===== src/rtl/lcd_script_pkg.sv =====
package lcd_script_pkg;
    typedef enum logic [3:0] {
        S_IDLE, S_OP, S_BCMD, S_BLEN, S_BDAT, S_BSLP,
        S_WCMD, S_WREG, S_WRC, S_WRD, S_EMIT, S_WAIT
    } eng_state_t;

    localparam logic [7:0] OP_END   = 8'h00;
    localparam logic [7:0] OP_CMD   = 8'h01;
    localparam logic [7:0] OP_SLEEP = 8'h02;
    localparam logic [7:0] OP_BURST = 8'h03;
    localparam logic [7:0] OP_DELAY = 8'h04;
endpackage


===== src/rtl/lcd_script_delay.sv =====
module lcd_script_delay #(
    parameter int CW = 14
) (
    input  logic          clk,
    input  logic          rst_n,
    input  logic          load,
    input  logic [CW-1:0] load_val,
    input  logic          use_us,
    input  logic          us_tick,
    input  logic          coarse_tick,
    output logic          expired
);
    logic [CW-1:0] cnt;
    logic          sel_us;
    logic          tick;

    assign tick    = sel_us ? us_tick : coarse_tick;
    assign expired = (cnt == CW'(1)) && tick;

    always_ff @(posedge clk or negedge rst_n) begin
        if (!rst_n) begin
            cnt    <= '0;
            sel_us <= 1'b0;
        end else if (load) begin
            cnt    <= load_val;
            sel_us <= use_us;
        end else if (cnt != '0 && tick) begin
            cnt <= cnt - CW'(1);
        end
    end

    // without a load the remaining count never grows
    assert_count_down_R8: assert property (@(posedge clk) disable iff (!rst_n)
        !load |=> cnt <= $past(cnt));
endmodule


===== src/rtl/lcd_script_engine.sv =====
module lcd_script_engine
    import lcd_script_pkg::*;
#(
    parameter int AW         = 8,
    parameter int TICK_SHIFT = 6
) (
    input  logic          clk,
    input  logic          rst_n,
    input  logic          start,
    input  logic [AW-1:0] base_addr,
    input  logic          fmt_word,
    input  logic          us_tick,
    input  logic          coarse_tick,
    output logic [AW-1:0] mem_addr,
    input  logic [15:0]   mem_rdata,
    output logic          out_valid,
    input  logic          out_ready,
    output logic          out_is_cmd,
    output logic [15:0]   out_word,
    output logic          busy
);
    localparam int CW = 8 + TICK_SHIFT;

    eng_state_t st, st_n, ret, ret_n;
    logic [AW-1:0] ptr, ptr_n;
    logic          fmt, fmt_n;
    logic [7:0]    cnt, cnt_n;
    logic [15:0]   rnum, rnum_n;
    logic [15:0]   ow_n;
    logic          oc_n;
    logic          dl_load, dl_us, dl_exp;
    logic [CW-1:0] dl_val;
    logic [7:0]    op, prm, lo;

    assign op        = mem_rdata[7:0];
    assign lo        = mem_rdata[7:0];
    assign prm       = mem_rdata[15:8];
    assign mem_addr  = ptr;
    assign busy      = (st != S_IDLE);
    assign out_valid = (st == S_EMIT);

    lcd_script_delay #(.CW(CW)) u_delay (
        .clk(clk), .rst_n(rst_n), .load(dl_load), .load_val(dl_val),
        .use_us(dl_us), .us_tick(us_tick), .coarse_tick(coarse_tick),
        .expired(dl_exp)
    );

    always_comb begin
        st_n    = st;
        ret_n   = ret;
        ptr_n   = ptr;
        fmt_n   = fmt;
        cnt_n   = cnt;
        rnum_n  = rnum;
        ow_n    = out_word;
        oc_n    = out_is_cmd;
        dl_load = 1'b0;
        dl_us   = 1'b0;
        dl_val  = '0;
        unique case (st)
            S_IDLE: if (start) begin
                ptr_n = base_addr;
                fmt_n = fmt_word;
                st_n  = S_OP;
            end
            S_OP: begin
                ptr_n = ptr + AW'(1);
                st_n  = S_IDLE;
                if (!fmt) begin
                    if (op == OP_CMD)        st_n = S_BCMD;
                    else if (op == OP_SLEEP) st_n = S_BSLP;
                end else begin
                    if (op == OP_CMD) st_n = S_WCMD;
                    else if (op == OP_BURST) begin
                        cnt_n = prm;
                        st_n  = S_WREG;
                    end else if (op == OP_SLEEP || op == OP_DELAY) begin
                        dl_load = 1'b1;
                        dl_us   = (op == OP_DELAY);
                        dl_val  = dl_us ? {prm, TICK_SHIFT'(0)} : CW'(prm);
                        st_n    = (prm == 8'd0) ? S_OP : S_WAIT;
                    end
                end
            end
            S_BCMD: begin
                ptr_n = ptr + AW'(1);
                ow_n  = {8'h00, lo};
                oc_n  = 1'b1;
                ret_n = S_BLEN;
                st_n  = S_EMIT;
            end
            S_BLEN: begin
                ptr_n = ptr + AW'(1);
                cnt_n = lo;
                st_n  = (lo == 8'd0) ? S_OP : S_BDAT;
            end
            S_BDAT: begin
                ptr_n = ptr + AW'(1);
                cnt_n = cnt - 8'd1;
                ow_n  = {8'h00, lo};
                oc_n  = 1'b0;
                ret_n = (cnt == 8'd1) ? S_OP : S_BDAT;
                st_n  = S_EMIT;
            end
            S_BSLP: begin
                ptr_n   = ptr + AW'(1);
                dl_load = 1'b1;
                dl_val  = CW'(lo);
                st_n    = (lo == 8'd0) ? S_OP : S_WAIT;
            end
            S_WCMD: begin
                ptr_n = ptr + AW'(1);
                ow_n  = mem_rdata;
                oc_n  = 1'b1;
                ret_n = S_OP;
                st_n  = S_EMIT;
            end
            S_WREG: begin
                ptr_n  = ptr + AW'(1);
                rnum_n = mem_rdata;
                st_n   = (cnt == 8'd0) ? S_OP : S_WRC;
            end
            S_WRC: begin
                ow_n  = rnum;
                oc_n  = 1'b1;
                ret_n = S_WRD;
                st_n  = S_EMIT;
            end
            S_WRD: begin
                ptr_n  = ptr + AW'(1);
                rnum_n = rnum + 16'd1;
                cnt_n  = cnt - 8'd1;
                ow_n   = mem_rdata;
                oc_n   = 1'b0;
                ret_n  = (cnt == 8'd1) ? S_OP : S_WRC;
                st_n   = S_EMIT;
            end
            S_EMIT: if (out_ready) st_n = ret;
            S_WAIT: if (dl_exp) st_n = S_OP;
            default: st_n = S_IDLE;
        endcase
    end

    always_ff @(posedge clk or negedge rst_n) begin
        if (!rst_n) st <= S_IDLE;
        else        st <= st_n;
    end

    always_ff @(posedge clk or negedge rst_n) begin
        if (!rst_n) begin
            ret        <= S_OP;
            ptr        <= '0;
            fmt        <= 1'b0;
            cnt        <= '0;
            rnum       <= '0;
            out_word   <= '0;
            out_is_cmd <= 1'b0;
        end else begin
            ret        <= ret_n;
            ptr        <= ptr_n;
            fmt        <= fmt_n;
            cnt        <= cnt_n;
            rnum       <= rnum_n;
            out_word   <= ow_n;
            out_is_cmd <= oc_n;
        end
    end

    assert_hold_R10: assert property (@(posedge clk) disable iff (!rst_n)
        out_valid && !out_ready |=> out_valid && $stable(out_word) && $stable(out_is_cmd));
    assert_quiet_R5: assert property (@(posedge clk) disable iff (!rst_n)
        !busy |-> !out_valid);
    assert_launch_R2: assert property (@(posedge clk) disable iff (!rst_n)
        start && !busy |=> busy);
    assert_wait_silent_R4: assert property (@(posedge clk) disable iff (!rst_n)
        (st == S_WAIT) && !dl_exp |=> !out_valid);
endmodule


===== config.mk =====
export PLATFORM = sky130hd
export DESIGN_NAME = lcd_script_engine
export DESIGN_NICKNAME = d
export VERILOG_FILES = /design/src/rtl/lcd_script_pkg.sv /design/src/rtl/lcd_script_delay.sv /design/src/rtl/lcd_script_engine.sv
export SDC_FILE = /design/constraint.sdc
export NUM_CORES = 1
export LEC_CHECK = 0
export BUFFER_PORTS_ARGS = -buffer_cell sky130_fd_sc_hd__buf_2
export CAP_MARGIN = 20
export CORE_MARGIN = 5
export CORE_UTILIZATION = 30
export CTS_CLUSTER_DIAMETER = 80
export DETAILED_ROUTE_END_ITERATION = 6
export PLACE_DENSITY_LB_ADDON = 0.08
export SETUP_SLACK_MARGIN = 0.2
export SYNTH_ARGS = -nofsm -noshare
export SYNTH_HDL_FRONTEND = slang
export SYNTH_HIERARCHICAL = 1
export SYNTH_SLANG_ARGS = --single-unit

===== constraint.sdc =====
create_clock -name clk -period 2.8 [get_ports clk]
set_input_delay 0.7 -clock clk [delete_from_list [all_inputs] [get_ports clk]]
set_output_delay 0.7 -clock clk [all_outputs]
set_load 0.01 [all_outputs]

After elaboration in Yosys (flattened, before gate mapping)

Index checks and enable logic that the tools add are counted.
W data, S select, Z words.

Flip-flop bits (word level): 73
Input port bits: 31
Output and inout bits: 27
Word-level logic and storage cells: 108

Add/sub/neg operators: 4
Equality and inequality tests: 23
Mux-type cells: 45
Reductions and logical operators: 26

Operators with widths:

| operator                | number |
|---|---|
| $mux W14                | 7 |
| $pmux W16 S3            | 1 |
| $mux W4                 | 11 |
| $mux W8                 | 4 |
| $pmux W16 S2            | 1 |
| $pmux W4 S8             | 1 |
| $pmux W14 S2            | 1 |
| $logic_not A8 Y1        | 3 |
| $pmux W8 S3             | 1 |
| $pmux W4 S5             | 1 |
| $add A16 B1 Y16 const B | 1 |
| $eq A4 B3 Y1 const B    | 4 |
| $eq A4 B4 Y1 const B    | 4 |
| $eq A8 B1 Y1 const B    | 2 |
| $eq A8 B2 Y1 const B    | 2 |
| $pmux W8 S2             | 1 |
| $eq A14 B1 Y1 const B   | 1 |
| $reduce_bool A14 Y1     | 1 |
| $sub A14 B1 Y14 const B | 1 |
| $mux W3                 | 4 |
| $mux W1                 | 10 |
| $ne A2 B2 Y1 const B    | 5 |
| $add A8 B1 Y8 const B   | 1 |
| $eq A4 B2 Y1 const B    | 2 |
| other kinds (19)        | 28 |

Depth between registers and ports, before layout

Depth in word-level cells: 8
Depth in mapped cells: 10
Mapped depth without buffers: 8

Cells and area by module

Netlist, hierarchy kept.

By module, submodules not included:

| module            | instances | cells each | area each (um^2) | sequential area each (um^2) |
|---|---|---|---|---|
| lcd_script_engine | 1         | 431        | 3659.8           | 1452.6 |
| lcd_script_delay  | 1         | 108        | 980.9            | 375.4 |

Least setup slack after synthesis

OpenSTA, ideal clock, no wires.

Path type: in2reg
Start point: input mem_rdata[3]
End point: register u_delay.cnt[6]
Library setup time: 0.129 ns
Data arrival time: 2.345 ns
Required time: 2.671 ns
Setup slack: 0.327 ns
Cell stages on the path: 9
Buffers on the path: 2
Cells stage by stage: or2_2 nor4_1 nand3_1 o21ai_0 clkbuf_1 inv_1 clkbuf_1 o211ai_1 nand3_1

Word-level cells in the longest chain between the ends: 8
Elaborated cells between the ends (all ways): 18
Those cells by class: eq/ne: 4; mux: 12; reduce/logical: 2

RTL lines:

| item                                                  | RTL line                | RTL |
|---|---|---|
| start: declaration                                    | lcd_script_engine.sv:15 | `input logic [15:0] mem_rdata,` |
| $eq A8 B2 Y1 / $eq A8 B3 Y1 (equally long branches)   | lcd_script_engine.sv:77 | `end else if (op == OP_SLEEP \|\| op == OP_DELAY) begin` |
| $logic_or A1 B1 Y1                                    | lcd_script_engine.sv:77 |  |
| $mux W1                                               | lcd_script_engine.sv:77 |  |
| $mux W1                                               | lcd_script_engine.sv:74 | `else if (op == OP_BURST) begin` |
| $mux W1 *                                             | lcd_script_engine.sv:73 | `if (op == OP_CMD) st_n = S_WCMD;` |
| $mux W1 *                                             | lcd_script_engine.sv:69 | `if (!fmt) begin` |
| $pmux W1 S2 *                                         | lcd_script_engine.sv:60 | `unique case (st)` |
| named net dl_load                                     | lcd_script_engine.sv:31 | `logic dl_load, dl_us, dl_exp;` |
| $mux W14 / $reduce_bool A2 Y1 (equally long branches) | n/a                     |  |
| end signal: assignment                                | lcd_script_delay.sv:25  | `cnt <= load_val;` |
| end signal: assignment                                | lcd_script_delay.sv:28  | `cnt <= cnt - CW'(1);` |
| end: declaration                                      | lcd_script_delay.sv:13  | `logic [CW-1:0] cnt;` |

Mark *: on every way through the listed nets, which the timed path passes. The rest lies on a longest branch.
A chain may end at the register's enable or synchronous reset.

Worst setup path in the final report

Start point: register st[0]
End point: output out_valid

Word-level cells in the longest chain between the ends: 1

RTL lines:

| item                     | RTL line                 | RTL |
|---|---|---|
| start: declaration       | lcd_script_engine.sv:24  | `eng_state_t st, st_n, ret, ret_n;` |
| start signal: assignment | lcd_script_engine.sv:146 | `else st <= st_n;` |
| $eq A4 B4 Y1             | lcd_script_engine.sv:40  | `assign out_valid = (st == S_EMIT);` |
| end: declaration         | lcd_script_engine.sv:16  | `output logic out_valid,` |

Every way passes these cells.

==> impl_metrics.yaml <==
status:
  status: "completed"
routing:
  drt_iter0_drc: 405
  ant_nets: 0
  wl_um: 14600
  vias_per_cell: 5.63
  drt-wirelength-per-cell_um: 18.4
  first_pass_iters: 6
  drcViolationCount: 0
  via_count: 4470
global_routing:
  grt_max_degree: 47
  antenna_found_initial: 0
  grtUsageMet3_pct: 2.81
  grt_pass1_vias: 4298
  grt_use_total_pct: 16.7
  busiest_layer: "met2"
  grt.overflow.total: 0
  gr-usage-met1_pct: 24.3
  grt_pass1_wl_um: 23900
  use_met2_pct: 24.8
logic_synthesis:
  yosysTopAreaCellShare_pct: 38.8
  synth_ff_type: "dfrtp_1"
  syn_inst: 539
  synth_xor_area_share_pct: 0.377
  yosys.area.top_type: "dfrtp_1"
  yosys_register_bits: 73
  syn_avg_cell_area_sq_um: 8.61
  yosys_warnings: 6
  ys_seq_area_share_pct: 39.4
  yosysMostFrequentCell: "dfrtp_1"
  ys_types: 76
  syn_nets: 577
  yosys-top-cells-count: "dfrtp_1, nand2_1, nor2_1, o21ai_0, a21oi_1"
  netlist_area_sq_mm: 0.00464
  synthArstFlopShare_pct: 100
  synth_area_leaders: "dfrtp_1, nand2_1, o21ai_0"
  synth_top_family_by_area: "simple AND/OR/NAND/NOR gates"
  muxShareOfSynthArea_pct: 4.04
  synth-compound-area-share_pct: 23.0
  synth-edff-count: 0
  synthSimpleGateAreaFrac_pct: 26.8
  synthAdderAreaFrac_pct: 1.89
sta:
  rsz0062_at_grt: "no"
  finalSetupTns_ns: 0
  finalSetupViolCount: 0
  finalCritPeriodShare_pct: 86.5
  hold_viol: 0
  period_needed_ns: 2.42
  clock.fmax_ghz: 0.413
  worst_slew_pin_slew_ns: 0.753
  slew_violations: 0
  slew-limit-headroom_pct: 49.1
  skew_ns: 0.00651
placed_design:
  io_buffer_count: 57
  dp_hpwl_um: 10800
  gp_congestion: 0.868
power:
  netSwitchingPower_uw: 2530
  internal_power_uw: 3460
  p_leak_uw: 0.00235
  peakVddDrop_mv: 0.383
  power-per-cell-area_mw_per_mm2: 1080
  seqPwrFrac_pct: 33.9
  power_uw: 5980
  combPwrFrac_pct: 45.5
  clockPowerShare_pct: 20.6
  p_sw_share_pct: 42.3
clock_tree:
  clock_latency_ns: 0.35
  htreeDepth: 3
  cts.path.max_buffers: 2
  cts_resized: 0
  numCtsBuffers: 9
  cts-root-buf: "clkbuf_16"
  postCtsHoldBufs: 0
  cts_setup_buffers: 0
  cts_tree: "yes"
  cts.sinks: 73
  clkTransAtPathRegs_ns: 0.06
critical_path:
  crit_path_end_kind: "output port"
  required_ns: 2.10
  cp_max_fo: 17
  start_kind: "flop"
  cp.arrival_ns: 1.72
  crit_type: "reg2out"
die:
  die_area_sq_mm: 0.0181
  fp.dieH_um: 134
  dieWidth_um: 134
  start_util_pct: 30.5
  core_sq_mm: 0.0152
  num_io_pins: 58
  rows: 45
layout:
  drive_gt1_share_pct: 20.1
  nets: 639
  nFillCells: 1604
  final_util_pct: 36.5
  seq_area_sq_mm: 0.00183
  area_delta_synth_final_pct: 19.5
  multi_input_area_sq_mm: 0.00261
  n_antenna_cell: 0
worst_hold_path:
  hp-class: "in2async"
run:
  maxCapViolations: 0
==> metal layers <==
metal  vias to the layer above  wire length [um]
met3                        23               697
met1                      2172              7110
met5                         -                 0
li1                       2157                 -
met4                         0               325
met2                       118              6510
==> metrics by stage <==
step	instances	hold WS (ns)	setup WS, ns	area [sq um]
after floorplan	539	0.404	0.327	4640
after global placement	778	0.465	0.207	5230
after detailed placement	778	0.466	0.110	5230
after CTS	794	0.295	0.300	5540
after global routing	794	0.305	0.237	5540
final	794	0.279	0.377	5540
==> cells by family (layout without fill, tap and decap cells) <==
family / count (synthesis) / count (layout)
AOI/OAI and AO/OA: 159 / 159
xor gates and xnor gates: 2 / 2
adders and majority gates: 7 / 7
buffers and inverters: 51 / 118
DFF: 73 / 73
muxes: 18 / 18
and+or+nand+nor: 229 / 229
==> worst paths after layout <==
kind	from	endpoint	slack (ns)	cells past startpoint
max	st[0]	out_valid	0.38	4
min	rst_n	out_word[14]	0.28	1
max reg2reg	st[3]	u_delay/sel_us	0.43	6
min reg2reg	out_word[3]	out_word[3]	0.47	2
max in group asynchronous	rst_n	mem_addr[4]	1.90	2
min in group clk	out_word[3]	out_word[3]	0.47	2
==> flip-flops by register name, summed over array words and instances (netlist names), 4 cells and up <==
name	count
ret	4
cnt	8
u_delay/cnt	14
mem_addr	8
st	4
rnum	16
out_word	16
==> cells in the final DEF (no fill, tap or decap), drive strengths merged, types with 3 or more instances in the layout <==
| master | n |
|---|---|
| nor3 | 21 |
| a22oi | 3 |
| a311oi | 6 |
| or3 | 5 |
| a221o | 3 |
| a31oi | 9 |
| inv | 27 |
| nand3 | 20 |
| or4 | 8 |
| a211oi | 8 |
| nor4 | 11 |
| nor4b | 3 |
| nand4 | 4 |
| o31ai | 5 |
| a222oi | 9 |
| or4b | 3 |
| and2 | 3 |
| and3 | 6 |
| a21oi | 28 |
| dfrtp | 72 |
| buf | 76 |
| a221oi | 3 |
| ha | 7 |
| o21ai | 50 |
| nor4bb | 3 |
| mux2i | 12 |
| nand2 | 70 |
| mux2 | 6 |
| clkbuf | 12 |
| o221a | 3 |
| nand2b | 12 |
| nor2 | 47 |
| o22ai | 7 |
==> worst max-delay path, stage by stage, from the launching register on <==
cell      delay, ns
dfrtp_1        0.37
buf_4          0.20
nand2b_1       0.25
nor2_1         0.35
buf_2          0.21
==> layout make-up <==
cell class,count,share of cell area (%)
clock inverters,4,0.880
flip-flops and latches,73,33.0
repair buffers,76,8.21
multi-input cells,415,47.1
clock buffers,12,4.81
well taps,188,4.24
inverters,26,1.76
==> power groups by stage <==
| stage | Combinational, uW | Clock, uW | Sequential, uW |
|---|---|---|---|
| floorplan | 1880 | 0 | 2000 |
| finish | 2730 | 1230 | 2030 |
| global placement | 2750 | 0 | 2020 |
| CTS | 2760 | 1270 | 2030 |
| global route | 3070 | 1300 | 2100 |
| detailed placement | 2750 | 0 | 2040 |
Note: power is estimated with default switching activity, not from simulation.
